[src/rtl/i2ct_pkg.sv]
package i2ct_pkg;

    localparam int BYTE_W    = 8;
    localparam int BIT_CNT_W = $clog2(BYTE_W) + 1;

    typedef enum logic [1:0] {
        POS_ADDR  = 2'd0,
        POS_INSTR = 2'd1,
        POS_DATA  = 2'd2
    } byte_pos_e;

    typedef enum logic [2:0] {
        ST_IDLE,
        ST_RX,
        ST_ACK_ARM,
        ST_ACK,
        ST_TX,
        ST_MACK,
        ST_TX_NEXT,
        ST_WAIT
    } tgt_state_e;

    typedef struct packed {
        logic start;
        logic stop;
        logic scl_rise;
        logic scl_fall;
        logic scl;
        logic sda;
    } bus_evt_t;

    function automatic logic addr_hit(input logic [BYTE_W-1:0] b,
                                      input logic [3:0] type_code,
                                      input logic [3:0] strap_val);
        return (b[7:4] == type_code) && (b[3:0] == strap_val);
    endfunction

    function automatic byte_pos_e next_pos(input byte_pos_e p);
        return (p == POS_ADDR) ? POS_INSTR : POS_DATA;
    endfunction

endpackage

[src/rtl/i2ct_sync.sv]
module i2ct_sync #(
    parameter int STAGES = 2,
    parameter int WIDTH  = 2
) (
    input  logic             clk,
    input  logic             rst,
    input  logic [WIDTH-1:0] d_in,
    output logic [WIDTH-1:0] q_out
);
    logic [WIDTH-1:0] pipe [STAGES];

    // Bus lines idle high, so the chain resets to ones.
    always_ff @(posedge clk) begin
        if (rst) begin
            for (int i = 0; i < STAGES; i++) pipe[i] <= '1;
        end else begin
            pipe[0] <= d_in;
            for (int i = 1; i < STAGES; i++) pipe[i] <= pipe[i-1];
        end
    end

    assign q_out = pipe[STAGES-1];
endmodule

[src/rtl/i2ct_bus_events.sv]
module i2ct_bus_events
    import i2ct_pkg::*;
(
    input  logic     clk,
    input  logic     rst,
    input  logic     scl_s,
    input  logic     sda_s,
    output bus_evt_t evt
);
    logic scl_q, sda_q;

    always_ff @(posedge clk) begin
        if (rst) begin
            scl_q <= 1'b1;
            sda_q <= 1'b1;
        end else begin
            scl_q <= scl_s;
            sda_q <= sda_s;
        end
    end

    // SCL must be high on both samples for an SDA edge to count as a condition.
    always_comb begin
        evt.start    = scl_q & scl_s & sda_q & ~sda_s;
        evt.stop     = scl_q & scl_s & ~sda_q & sda_s;
        evt.scl_rise = ~scl_q & scl_s;
        evt.scl_fall = scl_q & ~scl_s;
        evt.scl      = scl_s;
        evt.sda      = sda_s;
    end
endmodule

[src/rtl/strap_i2c_target.sv]
module strap_i2c_target
    import i2ct_pkg::*;
#(
    parameter int         SYNC_STAGES = 2,
    parameter logic [3:0] TYPE_CODE   = 4'b0101
) (
    input  logic        clk,
    input  logic        rst,
    input  logic        scl_in,
    input  logic        sda_in,
    input  logic [3:0]  strap,
    input  logic        busy,
    input  logic        rd_en,
    input  logic [7:0]  rd_data,
    output logic        sda_pull,
    output logic        rx_valid,
    output logic [7:0]  rx_byte,
    output logic [1:0]  rx_kind,
    output logic        rd_take,
    output logic        bus_stop
);
    localparam int LAST_BIT = BYTE_W - 1;

    logic [1:0]            line_s;
    bus_evt_t              evt;
    tgt_state_e            state;
    byte_pos_e             pos;
    logic [BIT_CNT_W-1:0]  bitcnt;
    logic [BYTE_W-1:0]     shreg;
    logic [BYTE_W-1:0]     rx_next;

    i2ct_sync #(.STAGES(SYNC_STAGES), .WIDTH(2)) u_sync (
        .clk   (clk),
        .rst   (rst),
        .d_in  ({scl_in, sda_in}),
        .q_out (line_s)
    );

    i2ct_bus_events u_evt (
        .clk   (clk),
        .rst   (rst),
        .scl_s (line_s[1]),
        .sda_s (line_s[0]),
        .evt   (evt)
    );

    assign rx_next = {shreg[BYTE_W-2:0], evt.sda};

    always_ff @(posedge clk) begin
        if (rst) begin
            state    <= ST_IDLE;
            pos      <= POS_ADDR;
            bitcnt   <= '0;
            shreg    <= '0;
            sda_pull <= 1'b0;
            rx_valid <= 1'b0;
            rx_byte  <= '0;
            rx_kind  <= POS_ADDR;
            rd_take  <= 1'b0;
            bus_stop <= 1'b0;
        end else begin
            rx_valid <= 1'b0;
            rd_take  <= 1'b0;
            bus_stop <= 1'b0;
            if (evt.stop) begin
                state    <= ST_IDLE;
                pos      <= POS_ADDR;
                bitcnt   <= '0;
                sda_pull <= 1'b0;
                bus_stop <= 1'b1;
            end else if (evt.start) begin
                state    <= ST_RX;
                pos      <= POS_ADDR;
                bitcnt   <= '0;
                sda_pull <= 1'b0;
            end else begin
                unique case (state)
                    ST_RX: if (evt.scl_rise) begin
                        shreg  <= rx_next;
                        bitcnt <= bitcnt + 1'b1;
                        if (bitcnt == BIT_CNT_W'(LAST_BIT)) begin
                            if (pos == POS_ADDR &&
                                (!addr_hit(rx_next, TYPE_CODE, strap) || busy)) begin
                                state <= ST_WAIT;
                            end else begin
                                rx_valid <= 1'b1;
                                rx_byte  <= rx_next;
                                rx_kind  <= pos;
                                state    <= ST_ACK_ARM;
                            end
                        end
                    end
                    ST_ACK_ARM: if (evt.scl_fall) begin
                        sda_pull <= 1'b1;
                        state    <= ST_ACK;
                    end
                    ST_ACK: if (evt.scl_fall) begin
                        bitcnt <= '0;
                        pos    <= next_pos(pos);
                        if (next_pos(pos) == POS_DATA && rd_en) begin
                            shreg    <= rd_data;
                            sda_pull <= ~rd_data[LAST_BIT];
                            rd_take  <= 1'b1;
                            state    <= ST_TX;
                        end else begin
                            sda_pull <= 1'b0;
                            state    <= ST_RX;
                        end
                    end
                    ST_TX: begin
                        if (evt.scl_rise) begin
                            bitcnt <= bitcnt + 1'b1;
                        end else if (evt.scl_fall) begin
                            if (bitcnt == BIT_CNT_W'(BYTE_W)) begin
                                sda_pull <= 1'b0;
                                state    <= ST_MACK;
                            end else begin
                                shreg    <= shreg << 1;
                                sda_pull <= ~shreg[LAST_BIT-1];
                            end
                        end
                    end
                    ST_MACK: if (evt.scl_rise) begin
                        state <= evt.sda ? ST_WAIT : ST_TX_NEXT;
                    end
                    ST_TX_NEXT: if (evt.scl_fall) begin
                        bitcnt   <= '0;
                        shreg    <= rd_data;
                        sda_pull <= ~rd_data[LAST_BIT];
                        rd_take  <= 1'b1;
                        state    <= ST_TX;
                    end
                    default: ;
                endcase
            end
        end
    end

    // no drive while idle or waiting out a rejected or ended frame
    p_quiet_states_r3: assert property (@(posedge clk) disable iff (rst)
        (state == ST_IDLE || state == ST_WAIT) |-> !sda_pull);

    // SDA drive moves only while the synchronized SCL is low
    p_drive_scl_low_r6: assert property (@(posedge clk) disable iff (rst)
        (!$stable(sda_pull) && !$past(evt.start) && !$past(evt.stop)) |-> !evt.scl);

    // busy at the last address bit suppresses the report
    p_busy_silent_r4: assert property (@(posedge clk) disable iff (rst)
        (busy && state == ST_RX && pos == POS_ADDR && evt.scl_rise && !evt.start &&
         !evt.stop && bitcnt == BIT_CNT_W'(LAST_BIT)) |=> !rx_valid);

    // START rewinds to the address phase with SDA released
    p_start_rewind_r8: assert property (@(posedge clk) disable iff (rst)
        (evt.start && !evt.stop) |=> (pos == POS_ADDR && bitcnt == '0 && !sda_pull));

    // STOP releases SDA and pulses bus_stop
    p_stop_release_r9: assert property (@(posedge clk) disable iff (rst)
        evt.stop |=> (bus_stop && !sda_pull));

    // a read byte is only loaded in the data phase
    p_take_data_r6: assert property (@(posedge clk) disable iff (rst)
        rd_take |-> (pos == POS_DATA && state == ST_TX));
endmodule

[config.mk]
export PLATFORM = sky130hd
export DESIGN_NAME = strap_i2c_target
export DESIGN_NICKNAME = d
export VERILOG_FILES = /design/src/rtl/i2ct_pkg.sv /design/src/rtl/i2ct_sync.sv /design/src/rtl/i2ct_bus_events.sv /design/src/rtl/strap_i2c_target.sv
export SDC_FILE = /design/constraint.sdc
export NUM_CORES = 1
export LEC_CHECK = 0
export ABC_AREA = 1
export BUFFER_PORTS_ARGS = -buffer_cell sky130_fd_sc_hd__clkbuf_2
export CORE_MARGIN = 1
export CORE_UTILIZATION = 55
export CTS_CLUSTER_SIZE = 40
export DETAILED_ROUTE_END_ITERATION = 6
export PLACE_DENSITY = 0.78
export SYNTH_ARGS = -nofsm -noshare
export SYNTH_HDL_FRONTEND = slang
export SYNTH_SLANG_ARGS = --single-unit
[constraint.sdc]
create_clock -name clk -period 1.7 [get_ports clk]
set_clock_uncertainty 0.05 [all_clocks]
set_input_delay 0.34 -clock clk [delete_from_list [all_inputs] [get_ports clk]]
set_output_delay 0.34 -clock clk [all_outputs]
set_load 0.01 [all_outputs]
==> summary.md <==
| Metric | Value |
|---|---|
| First-pass GRT wire length | `6.720 mm` |
| Adder-Cell Fraction of Synth Area | `under 10%` |
| Starting density of the core | `~57%` |
| Worst vdd ir | `885.1 uV` |
| Mux cell area share after synthesis | `0%` |
| Final hold slack | `roughly 120 ps` |
| CTS buffer count | `5` |
| CP required | `1890 ps` |
| Vias | `1882` |
| Fin crit period | `1555 ps` |
| Seq cells post-synth | `36` |
| Syn_nets | `311` |
| Area Overhead vs Synth | `17.87%` |
| FFs w/ async S/R, synth | `0%` |
| Initial DRT Pass Iterations | `4` |
| Setup bufs post-CTS | `0` |
| Critical R2R Capture | `state[2]$_SDFFE_PP0P_` |
| DR vias/cell | `5.005` |
| Die X | `60.84 um` |
| Synth Area in Simple Gates | `about two fifths` |
| GR Overflow Total | `0` |
| I/O pin total | `32` |
| NumNets Final | `roughly 350` |
| Crit end category | `register` |
| Setup crit start kind | `register` |
| Synth Flop Type | `dfxtp_1` |
| Antenna Nets Post-Route | `0` |
| Critical path class | `register to register` |
| Cell Count, Final, Fillers Out | `376` |
| Compound-Gate Fraction of Synth Area | `9.658%` |
| N_diodes | `0` |
| Setup TNS | `0 ps` |
| DRC errors left | `0` |
| Hold_sp | `scl_in` |
| Full die area | `roughly 3700 um^2` |
| Seq/Total Area, Yosys | `between 30 and 40%` |
| Post-Place Cell Area | `2108 um^2` |
| WL final | `4.093 mm` |
| WL/cell | `10.89 um` |
| Core ar. | `about 3300 um^2` |
| CP arrival | `1750 ps` |
| PD cells | `1114 nW/um^2` |
| Commonest non-fill, non-tap cell in the layout | `nand2_1` |
| Flop2flop setup slack | `150 ps` |
| Final critical-path share of the clock period | `just over 90%` |
| # rows | `21` |
| Final Max Slew Viols | `0` |
| RD Place Congestion | `0.9196` |
| FF-to-FF path depth | `10` |
| Port Buffers | `31` |
| Status | `completed` |
| TritonCTS clock tree | `done` |
| Largest family of logic cells by synthesized area | `simple AND/OR/NAND/NOR gates` |
| Pleak | `1.093 nW` |
| Largest net degree at the start of global routing | `17` |
| Slew margin rel. | `between 80% and 90%` |
| XOR/XNOR Fraction of Synth Area | `0.4599%` |
| Yosys warnings | `0` |
| Die span in y | `60.84 um` |
| Mapped Area | `about 1900 um^2` |
| H-tree Lvls | `2` |
| Clk buf depth | `2` |
| Post-CTS Hold Buffers | `0` |
| Final hold vios | `0` |
| Min-Delay Path Class | `input port to register` |
| Final Cell Area | `~2200 um^2` |
| GR Util All Layers | `24.32%` |
| CTS-repair resized insts | `0` |
| Most frequent cells in the layout | `nand2_1, nor2_1, clkbuf_2, dfxtp_1, inv_1` |
| Largest fanout on the critical path | `4` |
| RSZ-0062 raised after global routing | `false` |
| Least-Margin Pin Slew | `299.4 ps` |
| Hold Path Depth | `2` |
| Dpl cells | `367` |
| Final setup vio count | `0` |
| Vias in the first global route | `1667` |
| Final HPWL from detailed placement | `3.078 mm` |
| Clock Latency Late Sink | `340 ps` |
| Peak Freq | `643.1 MHz` |
| Initial antenna violation count | `0` |
| Clock Root Buffer | `clkbuf_4` |
| TritonCTS sink count | `36` |
| Syn avg cell area | `between 6 and 7 um^2` |
| MaxCap Viol Count | `0` |
| Cells after Synth | `slightly below 300` |
| Detailed Route Iter0 Violations | `96` |
| Share of post-route cells with drive strength above 1 | `23.64%` |
| Yosys cell types | `27` |
| Hold Path Sink | `u_sync.pipe[0][1]$_SDFF_PP1_` |
| R2r startpoint | `bitcnt[1]$_SDFFE_PP0P_` |
| Final core occ | `67.27%` |
| Reg clk slew, reported paths | `110 ps` |
| Post-synth EDFFs | `0` |
-- metrics by stage --
| stage | setup slack, ps | total power [W] |
|---|---|---|
| after floorplan | 302.1 | 0.001718 |
| after global placement | 50.13 | 0.001852 |
| after detailed placement | 51.63 | 0.001866 |
| after CTS | 44.87 | 0.002456 |
| after global routing | 7.831 | 0.002714 |
| final | 145.0 | 0.002501 |
-- cells by family (layout without fill, tap and decap cells) --
family / Yosys count / after routing
AOI/OAI and AO/OA: 36 / 36
xor gates and xnor gates: 1 / 1
adders and majority gates: 2 / 2
buffers and inverters: 43 / 81
DFF: 36 / 36
and+or+nand+nor: 173 / 174
-- area by class of cell --
type | count | area (um^2)
timing repair buffer | 38 | 211.5
sequential | 36 | 728.2
clock buffer | 6 | 41.29
tap | 46 | 57.56
multi-input combinational | 213 | 1037
clock inverter | 2 | 35.03
inverter | 35 | 133.9
fill | 335 | 1092
-- synthesized netlist by cell type (2+ instances only) --
cell / number / area (um^2)
nand2_1: 88 / 330.3
dfxtp_1: 36 / 720.7
nor2_1: 34 / 127.6
inv_1: 29 / 108.9
a21oi_1: 26 / 130.1
nand3_1: 24 / 120.1
o21ai_0: 8 / 40.04
nand3b_1: 7 / 52.55
inv_2: 5 / 18.77
nand2_2: 5 / 31.28
or2_2: 4 / 25.02
buf_6: 3 / 33.78
nor3_1: 3 / 15.01
buf_4: 2 / 15.01
clkbuf_1: 2 / 7.510
ha_1: 2 / 25.02
nor2_4: 2 / 22.52
nor3_2: 2 / 20.02
-- how the worst max path moves through the flow --
stage	cells past startpoint	to	startpoint	slack, ps
after floorplan	10	state[2]$_SDFFE_PP0P_	bitcnt[1]$_SDFFE_PP0P_	300
after global placement	9	bitcnt[0]$_SDFFE_PP0P_	state[0]$_SDFFE_PP0P_	50
after detailed placement	9	bitcnt[0]$_SDFFE_PP0P_	state[0]$_SDFFE_PP0P_	50
after CTS	10	state[2]$_SDFFE_PP0P_	bitcnt[1]$_SDFFE_PP0P_	40
after global routing	8	rx_byte[2]$_SDFFE_PP0P_	bitcnt[1]$_SDFFE_PP0P_	8
final	10	state[2]$_SDFFE_PP0P_	bitcnt[1]$_SDFFE_PP0P_	150
-- worst max-delay path, cell delays in order (launching register included) --
cell and delay [ps]:
dfxtp_2 360, ha_1 170, nand2_1 60, inv_1 80, nand2_1 120, a21oi_2 180, inv_1 70, nor2_2 160
nand3_1 100, nand2_1 70, inv_1 30
-- per-layer routing --
metal	vias to the layer above	part of all wire, %	track usage (%)
li1	991	-	-
met3	9	3.5	4.904
met5	-	0	0
met2	37	47	40.19
met4	0	2.0	11.04
met1	845	48	30.56
-- registers in the layout, indices dropped and copies added, names as in the netlist --
| name | cells |
|---|---|
| u_sync.pipe | 4 |
| state | 3 |
| rd_take | 1 |
| sda_pull | 1 |
| shreg | 7 |
| bitcnt | 4 |
| u_evt.scl_q | 1 |
| rx_kind | 2 |
| rx_byte | 8 |
| bus_stop | 1 |
| u_evt.sda_q | 1 |
| rx_valid | 1 |
| pos | 2 |
-- report_power, final --
group	internal, W	switching (W)	leakage (nW)
combinational	0.000332	0.000519	0.756
clock	0.000308	0.000282	0.0422
sequential	0.000949	0.000112	0.294
No activity file was read; power rests on OpenSTA's default activity.
